### src/rtl/itmr_pkg.sv
package itmr_pkg;

    // Register offsets; software decodes these, so they are fixed
    localparam logic [3:0] ADR_CNT_LO = 4'h4;
    localparam logic [3:0] ADR_CNT_HI = 4'h5;
    localparam logic [3:0] ADR_ICR    = 4'hD;
    localparam logic [3:0] ADR_CTRL   = 4'hE;

    // Control register bit positions
    localparam int CTL_RUN     = 0;
    localparam int CTL_ONESHOT = 3;
    localparam int CTL_LOAD    = 4;

    // Interrupt control register: set/clear selector position
    localparam int ICR_SETCLR  = 7;

endpackage

### src/rtl/itmr_counter.sv
module itmr_counter #(
    parameter int CNT_W = 16
) (
    input  logic             clk,
    input  logic             rst_n,
    input  logic [CNT_W-1:0] latch_i,
    input  logic             load_i,
    input  logic             ctrl_wr_i,
    input  logic             run_wr_i,
    input  logic             oneshot_wr_i,
    output logic [CNT_W-1:0] count_o,
    output logic             run_o,
    output logic             oneshot_o,
    output logic             uflow_o
);

    typedef struct packed {
        logic [CNT_W-1:0] count;
        logic             run;
        logic             oneshot;
    } cnt_state_t;

    cnt_state_t s_d, s_q;
    logic       at_zero;

    always_comb begin
        s_d     = s_q;
        at_zero = (s_q.count == '0);
        uflow_o = s_q.run && at_zero;

        if (s_q.run) begin
            if (at_zero) begin
                s_d.count = latch_i;
                if (s_q.oneshot) begin
                    s_d.run = 1'b0;
                end
            end else begin
                s_d.count = s_q.count - 1'b1;
            end
        end

        if (ctrl_wr_i) begin
            s_d.run     = run_wr_i;
            s_d.oneshot = oneshot_wr_i;
        end

        if (load_i) begin
            s_d.count = latch_i;
        end
    end

    always_ff @(posedge clk or negedge rst_n) begin
        if (!rst_n) begin
            s_q.count   <= '1;
            s_q.run     <= 1'b0;
            s_q.oneshot <= 1'b0;
        end else begin
            s_q <= s_d;
        end
    end

    assign count_o   = s_q.count;
    assign run_o     = s_q.run;
    assign oneshot_o = s_q.oneshot;

    // running counter above zero steps down by exactly one
    p_step_down_r2: assert property (@(posedge clk) disable iff (!rst_n)
        (s_q.run && s_q.count != '0 && !load_i)
        |=> (s_q.count == $past(s_q.count) - 1'b1));

    // stopped counter holds unless a load is requested
    p_hold_stopped_r2: assert property (@(posedge clk) disable iff (!rst_n)
        (!s_q.run && !load_i) |=> $stable(s_q.count));

    // underflow reloads from the latch
    p_reload_r4: assert property (@(posedge clk) disable iff (!rst_n)
        (s_q.run && s_q.count == '0) |=> (s_q.count == $past(latch_i)));

    // one-shot underflow stops the timer
    p_oneshot_stop_r5: assert property (@(posedge clk) disable iff (!rst_n)
        (s_q.run && s_q.oneshot && s_q.count == '0 && !ctrl_wr_i) |=> !s_q.run);

endmodule

### src/rtl/itmr_intctl.sv
module itmr_intctl #(
    parameter int N_SRC = 5
) (
    input  logic             clk,
    input  logic             rst_n,
    input  logic             wr_i,
    input  logic             setclr_i,
    input  logic [N_SRC-1:0] sel_i,
    input  logic             rd_clr_i,
    input  logic [N_SRC-1:0] set_i,
    output logic [N_SRC-1:0] flags_o,
    output logic             pending_o
);

    typedef struct packed {
        logic [N_SRC-1:0] mask;
        logic [N_SRC-1:0] flags;
    } ic_state_t;

    ic_state_t s_d, s_q;

    always_comb begin
        s_d = s_q;
        if (wr_i) begin
            if (setclr_i) begin
                s_d.mask = s_q.mask | sel_i;
            end else begin
                s_d.mask = s_q.mask & ~sel_i;
            end
        end
        // A clearing read drops old flags, but same-cycle events survive
        s_d.flags = (rd_clr_i ? '0 : s_q.flags) | set_i;
    end

    always_ff @(posedge clk or negedge rst_n) begin
        if (!rst_n) begin
            s_q.mask  <= '0;
            s_q.flags <= '0;
        end else begin
            s_q <= s_d;
        end
    end

    assign flags_o   = s_q.flags;
    assign pending_o = |(s_q.flags & s_q.mask);

    // after a clearing read only freshly raised flags remain
    p_read_clears_r8: assert property (@(posedge clk) disable iff (!rst_n)
        rd_clr_i |=> ((s_q.flags & ~$past(set_i)) == '0));

    // an event is never lost, even during a clearing read
    p_event_kept_r10: assert property (@(posedge clk) disable iff (!rst_n)
        (|set_i) |=> ((s_q.flags & $past(set_i)) == $past(set_i)));

    // set-style write turns the selected enables on
    p_mask_set_r7: assert property (@(posedge clk) disable iff (!rst_n)
        (wr_i && setclr_i) |=> ((s_q.mask & $past(sel_i)) == $past(sel_i)));

    // clear-style write turns the selected enables off
    p_mask_clr_r7: assert property (@(posedge clk) disable iff (!rst_n)
        (wr_i && !setclr_i) |=> ((s_q.mask & $past(sel_i)) == '0));

endmodule

### src/rtl/interval_timer_regs.sv
module interval_timer_regs
    import itmr_pkg::*;
#(
    parameter int DATA_W = 8,
    parameter int N_SRC  = 5
) (
    input  logic              clk,
    input  logic              rst_n,
    input  logic [3:0]        addr,
    input  logic [DATA_W-1:0] wdata,
    input  logic              wr_en,
    input  logic              rd_en,
    output logic [DATA_W-1:0] rdata,
    input  logic [N_SRC-2:0]  aux_evt,
    output logic              irq_n
);

    localparam int CNT_W = 2 * DATA_W;

    typedef struct packed {
        logic [DATA_W-1:0] lat_hi;
        logic [DATA_W-1:0] lat_lo;
    } top_state_t;

    top_state_t        s_d, s_q;
    logic [CNT_W-1:0]  latch_next;
    logic [CNT_W-1:0]  count;
    logic              running;
    logic              oneshot;
    logic              uflow;
    logic              wr_lo, wr_hi, wr_icr, wr_ctrl, rd_icr;
    logic              load_req;
    logic [N_SRC-1:0]  flags;
    logic [N_SRC-1:0]  set_evt;
    logic              pending;
    logic [DATA_W-1:0] icr_view;
    logic [DATA_W-1:0] ctrl_view;

    // Address decode
    always_comb begin
        wr_lo   = wr_en && (addr == ADR_CNT_LO);
        wr_hi   = wr_en && (addr == ADR_CNT_HI);
        wr_icr  = wr_en && (addr == ADR_ICR);
        wr_ctrl = wr_en && (addr == ADR_CTRL);
        rd_icr  = rd_en && (addr == ADR_ICR);
    end

    // Latch next state; the new value is visible to a same-cycle load
    always_comb begin
        s_d = s_q;
        if (wr_lo) s_d.lat_lo = wdata;
        if (wr_hi) s_d.lat_hi = wdata;
        latch_next = {s_d.lat_hi, s_d.lat_lo};
        load_req   = (wr_ctrl && wdata[CTL_LOAD]) || (wr_hi && !running);
    end

    always_ff @(posedge clk or negedge rst_n) begin
        if (!rst_n) begin
            s_q.lat_hi <= '1;
            s_q.lat_lo <= '1;
        end else begin
            s_q <= s_d;
        end
    end

    itmr_counter #(.CNT_W(CNT_W)) u_counter (
        .clk          (clk),
        .rst_n        (rst_n),
        .latch_i      (latch_next),
        .load_i       (load_req),
        .ctrl_wr_i    (wr_ctrl),
        .run_wr_i     (wdata[CTL_RUN]),
        .oneshot_wr_i (wdata[CTL_ONESHOT]),
        .count_o      (count),
        .run_o        (running),
        .oneshot_o    (oneshot),
        .uflow_o      (uflow)
    );

    assign set_evt = {aux_evt, uflow};

    itmr_intctl #(.N_SRC(N_SRC)) u_intctl (
        .clk       (clk),
        .rst_n     (rst_n),
        .wr_i      (wr_icr),
        .setclr_i  (wdata[ICR_SETCLR]),
        .sel_i     (wdata[N_SRC-1:0]),
        .rd_clr_i  (rd_icr),
        .set_i     (set_evt),
        .flags_o   (flags),
        .pending_o (pending)
    );

    // Read mux
    always_comb begin
        icr_view                   = '0;
        icr_view[N_SRC-1:0]        = flags;
        icr_view[DATA_W-1]         = pending;
        ctrl_view                  = '0;
        ctrl_view[CTL_RUN]         = running;
        ctrl_view[CTL_ONESHOT]     = oneshot;
        rdata = '0;
        if (rd_en) begin
            unique case (addr)
                ADR_CNT_LO: rdata = count[DATA_W-1:0];
                ADR_CNT_HI: rdata = count[CNT_W-1:DATA_W];
                ADR_ICR:    rdata = icr_view;
                ADR_CTRL:   rdata = ctrl_view;
                default:    rdata = '0;
            endcase
        end
    end

    assign irq_n = ~pending;

    // a status read with no new event releases the interrupt next cycle
    p_irq_release_r8: assert property (@(posedge clk) disable iff (!rst_n)
        (rd_icr && !uflow && aux_evt == '0) |=> irq_n);

    // a high-byte write while stopped loads the counter
    p_hi_load_r3: assert property (@(posedge clk) disable iff (!rst_n)
        (wr_hi && !running) |=> (count == $past(latch_next)));

endmodule

### config.mk
export PLATFORM = sky130hd
export DESIGN_NAME = interval_timer_regs
export DESIGN_NICKNAME = d
export VERILOG_FILES = /design/src/rtl/itmr_pkg.sv /design/src/rtl/itmr_counter.sv /design/src/rtl/itmr_intctl.sv /design/src/rtl/interval_timer_regs.sv
export SDC_FILE = /design/constraint.sdc
export NUM_CORES = 1
export LEC_CHECK = 0
export ABC_CLOCK_PERIOD_IN_PS = 5300
export BUFFER_PORTS_ARGS = -buffer_cell sky130_fd_sc_hd__buf_4
export CORE_MARGIN = 2
export CORE_UTILIZATION = 25
export CTS_CLUSTER_SIZE = 8
export DETAILED_ROUTE_END_ITERATION = 10
export PLACE_DENSITY = 0.4
export SLEW_MARGIN = 20
export SYNTH_ARGS = -nofsm -noshare
export SYNTH_HDL_FRONTEND = slang
export SYNTH_SLANG_ARGS = --single-unit
### constraint.sdc
create_clock -name clk -period 5.3 [get_ports clk]
set_input_delay 1.06 -clock clk [delete_from_list [all_inputs] [get_ports clk]]
set_output_delay 1.06 -clock clk [all_outputs]
set_load 0.05 [all_outputs]
==> flow_summary.json <==
{
  "ys_warn_count": 0,
  "synth_top_area_cell": "dfstp_2",
  "pwr-share-seq_pct": 44.3,
  "post_cts_buffers": 0,
  "first_iter_violations": 122,
  "nNetsFinal": 302,
  "hold_path_depth": 2,
  "yosysTopAreaCellShare_pct": 33.1,
  "ctsResizeCount": 0,
  "cts_max_path_buffers": 2,
  "p_comb_share_pct": 38.8,
  "cts_sinks": 44,
  "grt_pass1_wl_mm": 12.6,
  "fmax_mhz": 282,
  "synth_common_cells": "dfstp_2 (32), nand2_1 (28), nor2_1 (16)",
  "core_area_um2": 9820,
  "yosysMostFrequentCell": "dfstp_2",
  "cap_violations": 0,
  "hp-class": "register to register",
  "num_vias": 2069,
  "final_layout_size_suffix_gt1_share_pct": 33.1,
  "fin_ws_ns": 1.75,
  "switching_share_pct": 40.0,
  "crit_arrival_ns": 2.49,
  "area_growth_pct": 16.0,
  "antennaDiodeCount": 0,
  "cts_made_buffers": 5,
  "cp-start-kind": "primary input",
  "reg2reg_depth": 6,
  "critical_path_buf_inv_count": 2,
  "fin_hold_ws_ns": 0.487,
  "power.internal_mw": 0.807,
  "synthFlopType": "dfstp_2",
  "p_sw_mw": 0.539,
  "die_area_um2": 11000,
  "yosysSeqAreaShare_pct": 44.9,
  "required_ns": 4.24,
  "crit_chain": "buf_4 > nor2b_1 > and2_0 > a22oi_1 > o31a_1 > nor2_1 > buf_4",
  "grt_pass1_vias": 2104,
  "fin_setup_tns_ns": 0,
  "syn_area_per_cell_um2": 9.98,
  "avgRoutedWirePerCell_um": 19.0,
  "drc": 0,
  "power_frac_clock_pct": 16.8,
  "final_cells": 414,
  "hold_path_end": "s_q[14]",
  "outcome": "finished clean",
  "pre_cts_ws_ns": 1.76,
  "cts_hold_buf": 0,
  "drt-pass1-iter-count": 4,
  "top_usage_layer": "met2",
  "min_period_ns": 3.55,
  "power.total_mw": 1.35,
  "synth_area_leaders": "dfstp_2 (33%), dfrtp_1 (12%), mux2i_1 (5.1%)",
  "setup_viol": 0,
  "relSlewSlack_pct": 43.3,
  "rsz0062_at_grt": "no",
  "cp_max_fo": 7,
  "cp-end-kind": "output port",
  "grtUsageMet3_pct": 2.56,
  "clock_skew_ns": 0.0100,
  "grt_max_degree": 45,
  "cts.htree.levels": 2,
  "hold_start": "s_q[14]",
  "ys_seq_elements": 44,
  "ys_types": 55,
  "power.density_nw_per_um2": 456,
  "syn_area_um2": 2540,
  "cts_root_buf": "clkbuf_8",
  "die_w_um": 105,
  "io_pins": 29,
  "regToRegSetupSlack_ns": 2.36,
  "routed_via_density": 5.00,
  "grt_use_met2_pct": 22.5,
  "syn_nets": 277,
  "track_usage_pct": 14.9,
  "die_h_um": 105,
  "start_util_pct": 25.9,
  "grt_overflow": 0,
  "antenna_found_initial": 0,
  "place.gp.congestion": 0.800,
  "hpwl_mm": 5.57,
  "worst_pin_slew_ns": 0.848,
  "insertion_delay_ns": 0.31,
  "cellLeakagePower_nw": 1.24,
  "use_met1_pct": 22.1,
  "cp_common_cell": "buf_4",
  "num_rows": 36,
  "clkTransAtPathRegs_ns": 0.08,
  "crit_type": "primary input to output port",
  "wl_mm": 7.86,
  "synthArstFlopShare_pct": 100,
  "fin_crit_sh_pct": 66.9,
  "port_buffers": 28,
  "cts_tree": "done",
  "synthCells": 255,
  "r2r-start": "u_counter.count_o[7]",
  "slowest_delay_ns": 0.44,
  "drv_slew": 0,
  "place_inst": 406,
  "irDropWorstVdd_v": 0.000133,
  "crit_path_top_delay_cell": "and2_0",
  "ant_nets": 0,
  "critical_path.top_delay_family": "simple AND/OR/NAND/NOR gates",
  "synth_edf_count": 0,
  "hold_viol_final": 0,
  "r2r-end": "u_counter.count_o[8]"
}
[power by group through the flow]
stage          Combinational, mW  Sequential (mW)  Clock (mW)
3_3_place_gp               0.518            0.602           0
5_1_grt                    0.583            0.615       0.253
2_1_floorplan              0.422            0.548           0
3_5_place_dp               0.522            0.602           0
6_report                   0.523            0.597       0.227
4_1_cts                    0.524            0.596       0.237
[per-layer routing]
metal / up-vias / wire length [um]
met5: - / 0
met4: 0 / 63
met3: 7 / 456
met2: 44 / 3480
met1: 1018 / 3860
li1: 1000 / -
[worst min-delay path, cell delays in order (launching register included)]
cell and delay [ns]:
dfstp_2 0.37, nand2_1 0.07, nand2_1 0.05
[how the worst max path moves through the flow]
stage | startpoint | to | cells past startpoint
2_1_floorplan | addr[2] | rdata[7] | 6
3_3_place_gp | addr[0] | rdata[7] | 7
3_5_place_dp | addr[0] | rdata[7] | 7
4_1_cts | addr[0] | rdata[7] | 7
5_1_grt | addr[0] | rdata[7] | 7
6_report | addr[0] | rdata[7] | 7
[layout make-up]
class	instances	area, um2
well taps	133	166
fillers	1094	6870
flip-flops and latches	44	1140
clock inverters	2	10.0
repair buffers	31	233
clock buffers	6	82.6
inverters	14	52.6
multi-input cells	184	1260
[layout by cell type, fill, tap and decap left out, types with 3 or more instances in the layout]
cell type	instances
nor4_1	6
clkbuf_8	6
nor2_1	16
nand3_1	3
a22oi_1	4
a222oi_1	6
or4_1	3
buf_4	31
a21o_1	5
o221ai_1	8
inv_1	14
mux2i_1	13
mux2_2	9
o21ai_1	3
nor3_1	15
o21ai_0	11
nand2_1	28
dfrtp_1	12
a22o_1	4
dfstp_2	32
and2_1	3
o211ai_1	3
[kinds of logic (layout without fill, tap and decap cells)]
group | count (synthesis) | count (layout) | synth area share (%)
AOI/OAI and AO/OA | 62 | 62 | 18.4
and+or+nand+nor | 95 | 95 | 20.0
xor gates and xnor gates | 3 | 3 | 1.03
muxes | 22 | 22 | 9.10
buffers and inverters | 27 | 53 | 5.61
DFF | 44 | 44 | 44.9
adders and majority gates | 2 | 2 | 0.984
[per-stage QoR]
stage               area, um2  util (%)
finish                   2950      30.0
global route             2950      30.0
CTS                      2950      30.0
detailed placement       2860      29.1
global placement         2860      29.1
floorplan                2540         -
Power figures use the tool's default switching activity.
